## src/rtl/lpm_pkg.sv

```systemverilog
package lpm_pkg;

  typedef enum logic [2:0] {
    M_NORMAL = 3'd0,
    M_DOZE   = 3'd1,
    M_SLEEP  = 3'd2,
    M_DEEP   = 3'd3,
    M_PDOWN  = 3'd4
  } lp_mode_e;

  localparam logic [2:0] C_NORM_HI = 3'b000;
  localparam logic [2:0] C_NORM_LO = 3'b001;
  localparam logic [2:0] C_DOZE    = 3'b010;
  localparam logic [2:0] C_SLEEP   = 3'b011;
  localparam logic [2:0] C_DEEP    = 3'b100;
  localparam logic [2:0] C_PDOWN   = 3'b101;

  function automatic logic [2:0] code_of(input lp_mode_e m, input logic fhi);
    case (m)
      M_NORMAL: code_of = fhi ? C_NORM_HI : C_NORM_LO;
      M_DOZE:   code_of = C_DOZE;
      M_SLEEP:  code_of = C_SLEEP;
      M_DEEP:   code_of = C_DEEP;
      default:  code_of = C_PDOWN;
    endcase
  endfunction

  function automatic logic is_low(input lp_mode_e m);
    is_low = (m != M_NORMAL);
  endfunction

endpackage

```

## src/rtl/lpm_wake_sync.sv

```systemverilog
module lpm_wake_sync #(
  parameter int STAGES = 2
) (
  input  logic clk,
  input  logic rst_n,
  input  logic async_in,
  output logic sync_out
);
  logic [STAGES-1:0] chain_q;

  generate
    for (genvar i = 0; i < STAGES; i++) begin : g_stage
      if (i == 0) begin : g_first
        always_ff @(posedge clk or negedge rst_n)
          if (!rst_n) chain_q[0] <= 1'b0;
          else        chain_q[0] <= async_in;
      end else begin : g_next
        always_ff @(posedge clk or negedge rst_n)
          if (!rst_n) chain_q[i] <= 1'b0;
          else        chain_q[i] <= chain_q[i-1];
      end
    end
  endgenerate

  assign sync_out = chain_q[STAGES-1];
endmodule

```

## src/rtl/lpm_mode_fsm.sv

```systemverilog
module lpm_mode_fsm
  import lpm_pkg::*;
(
  input  logic      clk,
  input  logic      rst_n,
  input  logic      wr_en,
  input  logic [2:0] wr_mode,
  input  logic      wr_clk_src,
  input  logic      pwr_en,
  input  logic      lp_lock,
  input  logic      wake_s,
  output lp_mode_e  mode_q,
  output logic      fhi_q,
  output logic      src_q
);
  lp_mode_e mode_n;
  logic     fhi_n, src_n;
  logic     entry_ok;

  assign entry_ok = pwr_en && !lp_lock;

  always_comb begin
    mode_n = mode_q;
    fhi_n  = fhi_q;
    src_n  = src_q;
    if (wake_s && is_low(mode_q)) begin
      mode_n = M_NORMAL;
      fhi_n  = 1'b1;
    end else if (wr_en && (mode_q == M_NORMAL)) begin
      src_n = wr_clk_src;
      case (wr_mode)
        C_NORM_HI: fhi_n = 1'b1;
        C_NORM_LO: fhi_n = 1'b0;
        C_DOZE:    if (entry_ok) mode_n = M_DOZE;
        C_SLEEP:   if (entry_ok) mode_n = M_SLEEP;
        C_DEEP:    if (entry_ok) mode_n = M_DEEP;
        C_PDOWN:   if (entry_ok) mode_n = M_PDOWN;
        default:   ;
      endcase
    end
  end

  always_ff @(posedge clk or negedge rst_n) begin
    if (!rst_n) begin
      mode_q <= M_NORMAL;
      fhi_q  <= 1'b1;
      src_q  <= 1'b0;
    end else begin
      mode_q <= mode_n;
      fhi_q  <= fhi_n;
      src_q  <= src_n;
    end
  end

  // no low-power entry while entry is not permitted
  a_r3_entry_gated: assert property (@(posedge clk) disable iff (!rst_n)
    (mode_q == M_NORMAL && !(pwr_en && !lp_lock)) |=> (mode_q == M_NORMAL));

  // reserved codes change nothing in normal mode
  a_r4_reserved_code: assert property (@(posedge clk) disable iff (!rst_n)
    (wr_en && mode_q == M_NORMAL && wr_mode[2] && wr_mode[1])
      |=> (mode_q == M_NORMAL && $stable(fhi_q)));

  // doze holds mode, frequency state and clock source unless woken
  a_r5_doze_frozen: assert property (@(posedge clk) disable iff (!rst_n)
    (mode_q == M_DOZE && !wake_s)
      |=> (mode_q == M_DOZE && $stable(src_q) && $stable(fhi_q)));

  // synchronized exit returns to normal-high
  a_r6_wake_exit: assert property (@(posedge clk) disable iff (!rst_n)
    (wake_s && mode_q != M_NORMAL) |=> (mode_q == M_NORMAL && fhi_q));

endmodule

```

## src/rtl/lpm_clk_ctrl.sv

```systemverilog
module lpm_clk_ctrl
  import lpm_pkg::*;
#(
  parameter int DIV_W = 4
) (
  input  logic             clk,
  input  logic             rst_n,
  input  lp_mode_e         mode,
  input  logic             fhi,
  input  logic [DIV_W-1:0] hi_div,
  input  logic [DIV_W-1:0] lo_div,
  output logic [DIV_W-1:0] div_out,
  output logic             cpu_en,
  output logic             per_en,
  output logic             sys_en
);
  logic div_live;

  assign div_live = (mode == M_NORMAL) || (mode == M_DOZE);

  always_ff @(posedge clk or negedge rst_n) begin
    if (!rst_n)        div_out <= '0;
    else if (div_live) div_out <= fhi ? hi_div : lo_div;
  end

  assign cpu_en = (mode == M_NORMAL);
  assign per_en = div_live;
  assign sys_en = (mode != M_PDOWN);

  // divider frozen in the deeper modes
  a_r8_div_hold: assert property (@(posedge clk) disable iff (!rst_n)
    (mode == M_SLEEP || mode == M_DEEP || mode == M_PDOWN) |=> $stable(div_out));

  // enables nest: CPU implies peripheral, peripheral implies system
  a_r9_enable_nesting: assert property (@(posedge clk) disable iff (!rst_n)
    (!cpu_en || per_en) && (!per_en || sys_en));

endmodule

```

## src/rtl/lpm_ctrl.sv

```systemverilog
module lpm_ctrl
  import lpm_pkg::*;
#(
  parameter int DIV_W       = 4,
  parameter int SYNC_STAGES = 2
) (
  input  logic             clk,
  input  logic             rst_n,
  input  logic             wr_en,
  input  logic [2:0]       wr_mode,
  input  logic             wr_clk_src,
  input  logic             pwr_en,
  input  logic             lp_lock,
  input  logic             wake_async,
  input  logic [DIV_W-1:0] hi_div,
  input  logic [DIV_W-1:0] lo_div,
  output logic [2:0]       mode_code,
  output logic             freq_high,
  output logic [DIV_W-1:0] div_out,
  output logic             clk_src,
  output logic             cpu_clk_en,
  output logic             per_clk_en,
  output logic             sys_clk_en
);
  logic     wake_s;
  lp_mode_e mode;
  logic     fhi;

  lpm_wake_sync #(.STAGES(SYNC_STAGES)) u_sync (
    .clk(clk), .rst_n(rst_n), .async_in(wake_async), .sync_out(wake_s)
  );

  lpm_mode_fsm u_fsm (
    .clk(clk), .rst_n(rst_n), .wr_en(wr_en), .wr_mode(wr_mode),
    .wr_clk_src(wr_clk_src), .pwr_en(pwr_en), .lp_lock(lp_lock),
    .wake_s(wake_s), .mode_q(mode), .fhi_q(fhi), .src_q(clk_src)
  );

  lpm_clk_ctrl #(.DIV_W(DIV_W)) u_clk (
    .clk(clk), .rst_n(rst_n), .mode(mode), .fhi(fhi),
    .hi_div(hi_div), .lo_div(lo_div), .div_out(div_out),
    .cpu_en(cpu_clk_en), .per_en(per_clk_en), .sys_en(sys_clk_en)
  );

  assign mode_code = code_of(mode, fhi);
  assign freq_high = fhi;

  // the reported code is always one of the six defined values
  a_r2_code_legal: assert property (@(posedge clk) disable iff (!rst_n)
    mode_code <= 3'b101);

endmodule

```

## config.mk

```make
export PLATFORM = sky130hd
export DESIGN_NAME = lpm_ctrl
export DESIGN_NICKNAME = d
export VERILOG_FILES = /design/src/rtl/lpm_pkg.sv /design/src/rtl/lpm_wake_sync.sv /design/src/rtl/lpm_mode_fsm.sv /design/src/rtl/lpm_clk_ctrl.sv /design/src/rtl/lpm_ctrl.sv
export SDC_FILE = /design/constraint.sdc
export NUM_CORES = 1
export LEC_CHECK = 0
export ABC_CLOCK_PERIOD_IN_PS = 3300
export BUFFER_PORTS_ARGS = -buffer_cell sky130_fd_sc_hd__buf_2
export CAP_MARGIN = 20
export CORE_AREA = 2 2 39 41
export DETAILED_ROUTE_END_ITERATION = 10
export DIE_AREA = 0 0 41 43
export GPL_TIMING_DRIVEN = 0
export HOLD_SLACK_MARGIN = 0.08
export PLACE_DENSITY_LB_ADDON = 0.08
export SYNTH_ARGS = -nofsm -noshare
export SYNTH_HDL_FRONTEND = slang
export SYNTH_SLANG_ARGS = --single-unit
```

## constraint.sdc

```tcl
create_clock -name clk -period 3.3 [get_ports clk]
set_clock_uncertainty 0.15 [all_clocks]
set_input_delay 0.495 -clock clk [delete_from_list [all_inputs] [get_ports clk]]
set_output_delay 0.495 -clock clk [all_outputs]
set_load 0.1 [all_outputs]
```

==> results of run 1 <==
==> through the flow <==
step / cell area, µm² / utilization / power, mW / hold WS [ps] / cells
CTS: 753 / 0.544 / 0.470 / 191 / 102
floorplan: 552 / - / 0.342 / 49.4 / 52
global placement: 717 / 0.518 / 0.381 / 186 / 97
global route: 753 / 0.544 / 0.490 / 180 / 102
finish: 753 / 0.544 / 0.465 / 198 / 102
detailed placement: 717 / 0.518 / 0.382 / 193 / 97
==> what timing repair did <==
item,in CTS,in global routing
hold buffers,1,0
endpoints found under the hold margin,10,0
resized for setup,0,0
==> synthesized netlist by cell type <==
cell type,count,area [µm²]
o32ai_2,1,16.3
nor3b_1,2,15.0
nand3b_1,1,7.51
inv_1,5,18.8
a21oi_1,1,5.00
a32oi_1,1,8.76
or2_1,1,6.26
nor2_1,1,3.75
o22ai_1,2,12.5
dfrtp_1,10,250
nand2_1,6,22.5
nand4b_2,1,15.0
xnor2_1,2,17.5
nor2b_1,1,6.26
dfstp_2,1,26.3
o21ai_0,6,30.0
nand3_1,1,5.00
mux2_1,1,11.3
mux2i_1,5,50.1
clkbuf_1,2,7.51
nor3_4,1,16.3
==> cell usage in the layout (no fill, tap or decap) <==
| master | count |
|---|---|
| buf_2 | 29 |
| dfrtp_1 | 10 |
| o21ai_0 | 6 |
| nand2_1 | 6 |
| inv_1 | 5 |
| mux2i_1 | 5 |
| clkbuf_1 | 3 |
| clkbuf_4 | 3 |
| xnor2_1 | 2 |
| nor3b_1 | 2 |
| o22ai_1 | 2 |
| nor3_4 | 1 |
| or2_1 | 1 |
| nor2_1 | 1 |
| nand3_1 | 1 |
| nand4b_2 | 1 |
| nor2b_1 | 1 |
| a21oi_1 | 1 |
| a32oi_1 | 1 |
| o32ai_2 | 1 |
| mux2_1 | 1 |
| nand3b_1 | 1 |
| dlygate4sd3_1 | 1 |
| dfstp_2 | 1 |
==> layer usage <==
metal  GRT usage  part of all wire  wire (µm)
met4      0.0600            0.0048          5
met2       0.209              0.46        487
met5           0                 0          0
met3      0.0314             0.063         66
met1       0.189              0.47        493
==> worst paths after layout <==
kind | startpoint | endpoint
min | wake_async | u_sync.chain_q[0]
max reg2reg | u_fsm.mode_q[1] | u_fsm.mode_q[0]
max in group asynchronous | rst_n | u_fsm.fhi_q
min reg2reg | u_sync.chain_q[0] | u_sync.sync_out
max | u_fsm.fhi_q | mode_code[0]
min in group asynchronous | rst_n | u_clk.div_out[3]
==> state kept, by name, summed over array words and instances, names as in the netlist <==
register	cells
u_clk.div_out	4
u_sync.sync_out	1
u_fsm.src_q	1
u_fsm.mode_q	3
u_sync.chain_q	1
u_fsm.fhi_q	1
==> power groups by stage <==
stage	Sequential, mW	Clock (mW)	Combinational [mW]
after floorplan	0.259	0	0.0833
after global placement	0.163	0	0.219
after detailed placement	0.163	0	0.220
after CTS	0.161	0.0893	0.220
after global routing	0.162	0.0981	0.229
final	0.160	0.0854	0.219
==> cells by family (layout without fill, tap and decap cells) <==
| kind of cell | Yosys count | in the layout | share of synthesized area |
|---|---|---|---|
| xor+xnor | 2 | 2 | 0.0318 |
| compound gates | 11 | 11 | 0.132 |
| mux | 6 | 6 | 0.111 |
| flops | 11 | 11 | 0.501 |
| simple gates | 15 | 15 | 0.177 |
| buf+inv | 7 | 41 | 0.0476 |
==> area by class of cell <==
class | instances | area (µm²)
fillers | 136 | 631
flip-flops and latches | 11 | 277
multi-input cells | 34 | 249
repair buffers | 30 | 155
clock buffers | 4 | 26.3
well taps | 16 | 20.0
inverters | 5 | 18.8
plain buffers | 2 | 7.51
==> worst max-delay path, delay by kind of cell (launching register included) <==
| kind | cells | cell delay [ps] |
|---|---|---|
| buffers and inverters | 3 | 670 |
| DFF | 1 | 530 |
| AOI/OAI and AO/OA | 1 | 150 |
| and+or+nand+nor | 1 | 70 |
==> out/qor_table.md, run 1 <==
| Metric | This run |
|:---|:---|
| Result of the run | complete, no violations |
| Share of post-route cells with drive strength above 1 | 0.419 |
| H-Tree Level Count | 1 |
| DRC | 0 |
| Total number of vias | 494 |
| TritonCTS buffer count | 3 |
| Sink count of the clock tree | 11 |
| Vertical extent of the die | 43 µm |
| Switching share of total power | 0.485 |
| Number of design-rule violations left by the first detailed-router iteration | 0 |
| Number of antenna violations at the first check in global routing | 0 |
| Count of inserted antenna diode cells | 0 |
| Global-route wire length before repair | 1.66 mm |
| Unrepaired setup endpoints after global routing | no |
| Clock tree from TritonCTS | yes |
| Static power due to leakage | 0.380 nW |
| Share of the yosys chip area belonging to registers | 0.501 |
| Pre-CTS worst setup slack | 1270 ps |
| Width of the die | 41 µm |
| Floorplan die area | 0.00176 mm² |
| Vias per cell | 4.84 |
| WHS Path Cells | 1 |
| CP Max Fanout | 5 |
| CP max stage cell | dfstp_2 |
| Cell internal pwr | 0.239 mW |
| Combinational cell fraction of total power | 0.471 |
| First-pass detailed-route iteration total | 1 |
| Share of power burned in registers | 0.345 |
| Number of distinct library cells after synthesis | 21 |
| Setup violation total in the final timing report | 0 |
| Root cell of the clock tree | clkbuf_4 |
| Required time reported for the critical path endpoint | 2650 ps |
| Crit path cell chain | clkbuf_1, inv_1, o21ai_0, nand2_1, buf_2 |
| Period Utilization, post-route | 0.698 |
| Routed len/inst | 10.3 µm |
| Quantity of I/O buffers inserted on ports | 29 |
| Total Neg Setup Slack | 0 ps |
| Number of hold violations in the final report | 0 |
| Relative max-transition margin | 0.677 |
| Element type at the critical path start | register |
| Buffer depth of the longest clock path | 2 |
| Largest net degree at the start of global routing | 12 |
| Worst Reg2Reg Path Length in Cells | 3 |
| Post-Syn Instances | 52 |
| Max capacitance violation total | 0 |
| Slowest stage delay, CP | 530 ps |
| Std cell rows | 14 |
| FF-to-FF setup slack | 1820 ps |
| Area added between synthesis and finish | 36.5% |
| Overall routing resource usage | 0.140 |
| Areal power density over the cells | 617 mW/mm² |
| Syn. warnings | 0 |
| Seq cells post-synth | 11 |
| Sum of net half-perimeters after detailed placement | 876 µm |
| Gr ovfl total | 0 |
| Final Worst Setup Slack | 997 ps |
| Measured slew at the worst slew-check pin | 487 ps |
| Type of the most critical hold path | in -> reg |
| Net count of the mapped netlist | 70 |
| Tmin final | 2300 ps |
| Clock-pin slew of the registers on the worst-case setup and hold paths | 70 ps |
| Net load switching power | 0.225 mW |
| Core area | 0.00138 mm² |
| Nets | 105 |
| Initial core utilization | 0.399 |
| Clock network fraction of design power | 0.184 |
| Critical path capture point type | output pin |
| Syn Std Cell Area | 552 µm² |
| Routability congestion estimate | 0.663 |
| Mapped Avg Cell Area | 10.6 µm² |
| Final routed wirelength across all metal layers | 1.05 mm |
| Fmax | 0.434 GHz |
| IO Count | 30 |
| Number of pins exceeding their max-slew limit in the final report | 0 |
| Vias in the first global route | 408 |
| Number of buffers inserted to repair setup after CTS | 0 |
| Clock latency reported for the late side of the worst-skew pair | 260 ps |
| Crit Path Category | reg -> out |
| Maximum VDD drop | 0.297 mV |
| Final ANT Viol Nets | 0 |
| Data arrival, critical path | 1660 ps |
No activity file was read; power rests on OpenSTA's default activity.
==> run 2: changes to the inputs <==
- ABC_CLOCK_PERIOD_IN_PS: 3300 -> 2000
- CORE_AREA: 2 2 39 41 -> default
- CORE_UTILIZATION: default -> 37
- DIE_AREA: 0 0 41 43 -> default
- clock period: 3.3 -> 2 ns (I/O delays scaled with it)
==> run 2 against run 1 <==
Power grew 73%. Clock power grew 76%. Die area shrank 6.4%. Utilization grew 4.9 points. Flip-flop and latch count is the same. Cell count shrank 0.98%. Clock-buffer cell count is the same. Routed wire length grew 9.7%. Highest routed layer is now met3.
==> out/qor_table.md, run 2 (synthesized netlist as in run 1, its figures left out) <==
| Metric | This run | vs previous |
|:---|:---|:---|
| Type of the most critical hold path | in -> reg | unchanged |
| Fill cells | 118 | was 136 |
| Result of the run | complete, no violations | unchanged |
| Vertical extent of the die | 40.6 µm | was 43 µm |
| Total power after layout | 0.802 mW | was 0.465 mW |
| Quantity of I/O buffers inserted on ports | 29 | unchanged |
| TritonCTS buffer count | 3 | unchanged |
| Number of buffers inserted to repair setup after CTS | 0 | unchanged |
| Vias in the first global route | 396 | was 408 |
| Top reg by flops | u_clk.div_out | unchanged |
| Vias per cell | 4.76 | was 4.84 |
| Footprint of the multi-input gates | 267 µm² | was 249 µm² |
| Final ANT Viol Nets | 0 | unchanged |
| Clock tree from TritonCTS | yes | unchanged |
| Sink count of the clock tree | 11 | unchanged |
| Areal power density over the cells | 1000 mW/mm² | was 617 mW/mm² |
| Data arrival, critical path | 1470 ps | was 1660 ps |
| Origin of the worst min-delay path | wr_clk_src | was wake_async |
| Floorplan die area | 0.00165 mm² | was 0.00176 mm² |
| Max capacitance violation total | 0 | unchanged |
| Period Utilization, post-route | 0.961 |  |
| Critical path capture point type | output pin | unchanged |
| First-pass detailed-route iteration total | 3 | was 1 |
| Area added between synthesis and finish | 45.1% | was 36.5% |
| Share of post-route cells with drive strength above 1 | 0.477 | was 0.419 |
| Setup violation total in the final timing report | 0 | unchanged |
| DRC | 0 | unchanged |
| Gr ovfl total | 0 | unchanged |
| Post-Route Hold Slack | 100 ps | was 198 ps |
| Std cell rows | 13 | was 14 |
| Post-route design area | 801 µm² | was 753 µm² |
| Initial core utilization | 0.409 | was 0.399 |
| Nets | 105 | unchanged |
| Core area | 0.00135 mm² | was 0.00138 mm² |
| Regs by FF count | u_clk.div_out (4), u_fsm.mode_q (3) | unchanged |
| Cell area after placement | 734 µm² | was 717 µm² |
| Count of inserted antenna diode cells | 0 | unchanged |
| CP Max Fanout | 5 | unchanged |
| Pre-CTS worst setup slack | 63.6 ps | was 1270 ps |
| Source of the critical timing path | u_fsm.mode_q[0] | was u_fsm.fhi_q |
| Static power due to leakage | 0.393 nW | was 0.380 nW |
| Root cell of the clock tree | clkbuf_4 | unchanged |
| Final Worst Setup Slack | 77.0 ps | was 997 ps |
| Clock-pin slew of the registers on the worst-case setup and hold paths | 70 ps | about the same |
| Tmin final | 1920 ps |  |
| H-Tree Level Count | 1 | unchanged |
| Crit Path Category | reg -> out | unchanged |
| Overall routing resource usage | 0.162 | was 0.140 |
| Measured slew at the worst slew-check pin | 491 ps | was 487 ps |
| Number of pins exceeding their max-slew limit in the final report | 0 | unchanged |
| Sequential cell area | 282 µm² | was 277 µm² |
| Required time reported for the critical path endpoint | 1550 ps | was 2650 ps |
| Flip-flop count of the largest register, all copies and words added | 4 | unchanged |
| Total number of vias | 481 | was 494 |
| FF-to-FF Start | u_fsm.mode_q[0] | was u_fsm.mode_q[1] |
| Number of design-rule violations left by the first detailed-router iteration | 10 | was 0 |
| Number of hold violations in the final report | 0 | unchanged |
| Final routed wirelength across all metal layers | 1.15 mm | was 1.05 mm |
| Number of antenna violations at the first check in global routing | 0 | unchanged |
| Routed len/inst | 11.4 µm | was 10.3 µm |
| Most used cells in the layout excluding fill and tap cells | 27 x buf_2, 9 x dfrtp_1, 5 x inv_1, 5 x mux2i_1, 5 x nand2_1 | was 29 x buf_2, 10 x dfrtp_1, 6 x o21ai_0, 6 x nand2_1 |
| Maximum VDD drop | 0.569 mV | was 0.297 mV |
| Routability congestion estimate | 0.691 | was 0.663 |
| Element type at the critical path start | register | unchanged |
| Relative max-transition margin | 0.675 | was 0.677 |
| Leading cell type in the layout, fill and taps excluded | buf_2 | unchanged |
| Unrepaired setup endpoints after global routing | no | unchanged |
| Sum of net half-perimeters after detailed placement | 918 µm | was 876 µm |
| Clock latency reported for the late side of the worst-skew pair | 260 ps | about the same |
| Global-route wire length before repair | 1.62 mm | was 1.66 mm |
| Buffer depth of the longest clock path | 2 | unchanged |
| IO Count | 30 | unchanged |
| Fmax | 0.520 GHz |  |
| Final Core Density | 0.593 | was 0.544 |
| Width of the die | 40.6 µm | was 41 µm |
| Largest net degree at the start of global routing | 12 | unchanged |
[run 2: cell types whose count changed in the layout (fill, tap and decap cells not counted)]
cell | before | now
buf_2 | 29 | 27
buf_8 | 0 | 2
o21ai_0 | 6 | 4
o21ai_2 | 0 | 2
clkbuf_1 | 3 | 2
dfrtp_1 | 10 | 9
dfrtp_2 | 0 | 1
dfstp_2 | 1 | 0
dfstp_4 | 0 | 1
dlygate4sd3_1 | 1 | 2
nand2_1 | 6 | 5
nand2_4 | 0 | 1
nor2_1 | 1 | 0
nor2_2 | 0 | 1
[run 2: layer usage]
metal / up-vias / GRT usage / part of all wire
li1: 248 / - / -
met1: 215 / 0.203 / 0.49
met2: 18 / 0.242 / 0.45
met3: 0 / 0.0489 / 0.063
met4: 0 / 0.100 / 0
met5: - / 0 / 0
[run 2: through the flow]
stage / TNS, ps / instances
6_report: 0 / 101
5_1_grt: 0 / 101
4_1_cts: -5.95 / 102
3_5_place_dp: 0 / 96
3_3_place_gp: 0 / 96
2_1_floorplan: -144 / 52
[run 2: what timing repair did]
action                                  4_1_cts  5_1_grt
endpoints found under the hold margin        12        0
pin swaps                                     0        1
hold buffers                                  2        0
resized for setup                             6        4
endpoints found under the setup margin        2        3
[run 2: cell type report]
class / count / share of cell area
Timing Repair Buffer: 31 / 0.231
Sequential cell: 11 / 0.352
Inverter: 5 / 0.0234
Buffer: 1 / 0.00469
Clock buffer: 4 / 0.0328
Tap cell: 15 / 0.0234
Multi-Input combinational cell: 34 / 0.333
[run 2: final timing paths]
path                       slack [ps]               to  cells after the start
min reg2reg                       200  u_sync.sync_out                      0
max reg2reg                       530  u_fsm.mode_q[0]                      3
max                                80       cpu_clk_en                      2
min in group asynchronous         290      u_fsm.src_q                      2
min                               100      u_fsm.src_q                      2
max in group asynchronous        1150      u_fsm.fhi_q                      2
[run 2: power by group]
part,switching (mW),leakage (nW),internal (mW)
Sequential,0.0224,0.132,0.253
Combinational,0.293,0.245,0.0826
Clock,0.0728,0.0150,0.0771
Total,0.389,0.393,0.413
[run 2: worst max-delay path: stages, from the launching register on]
cell and delay [ps]:
dfrtp_1 430, nor3_4 300, buf_2 480
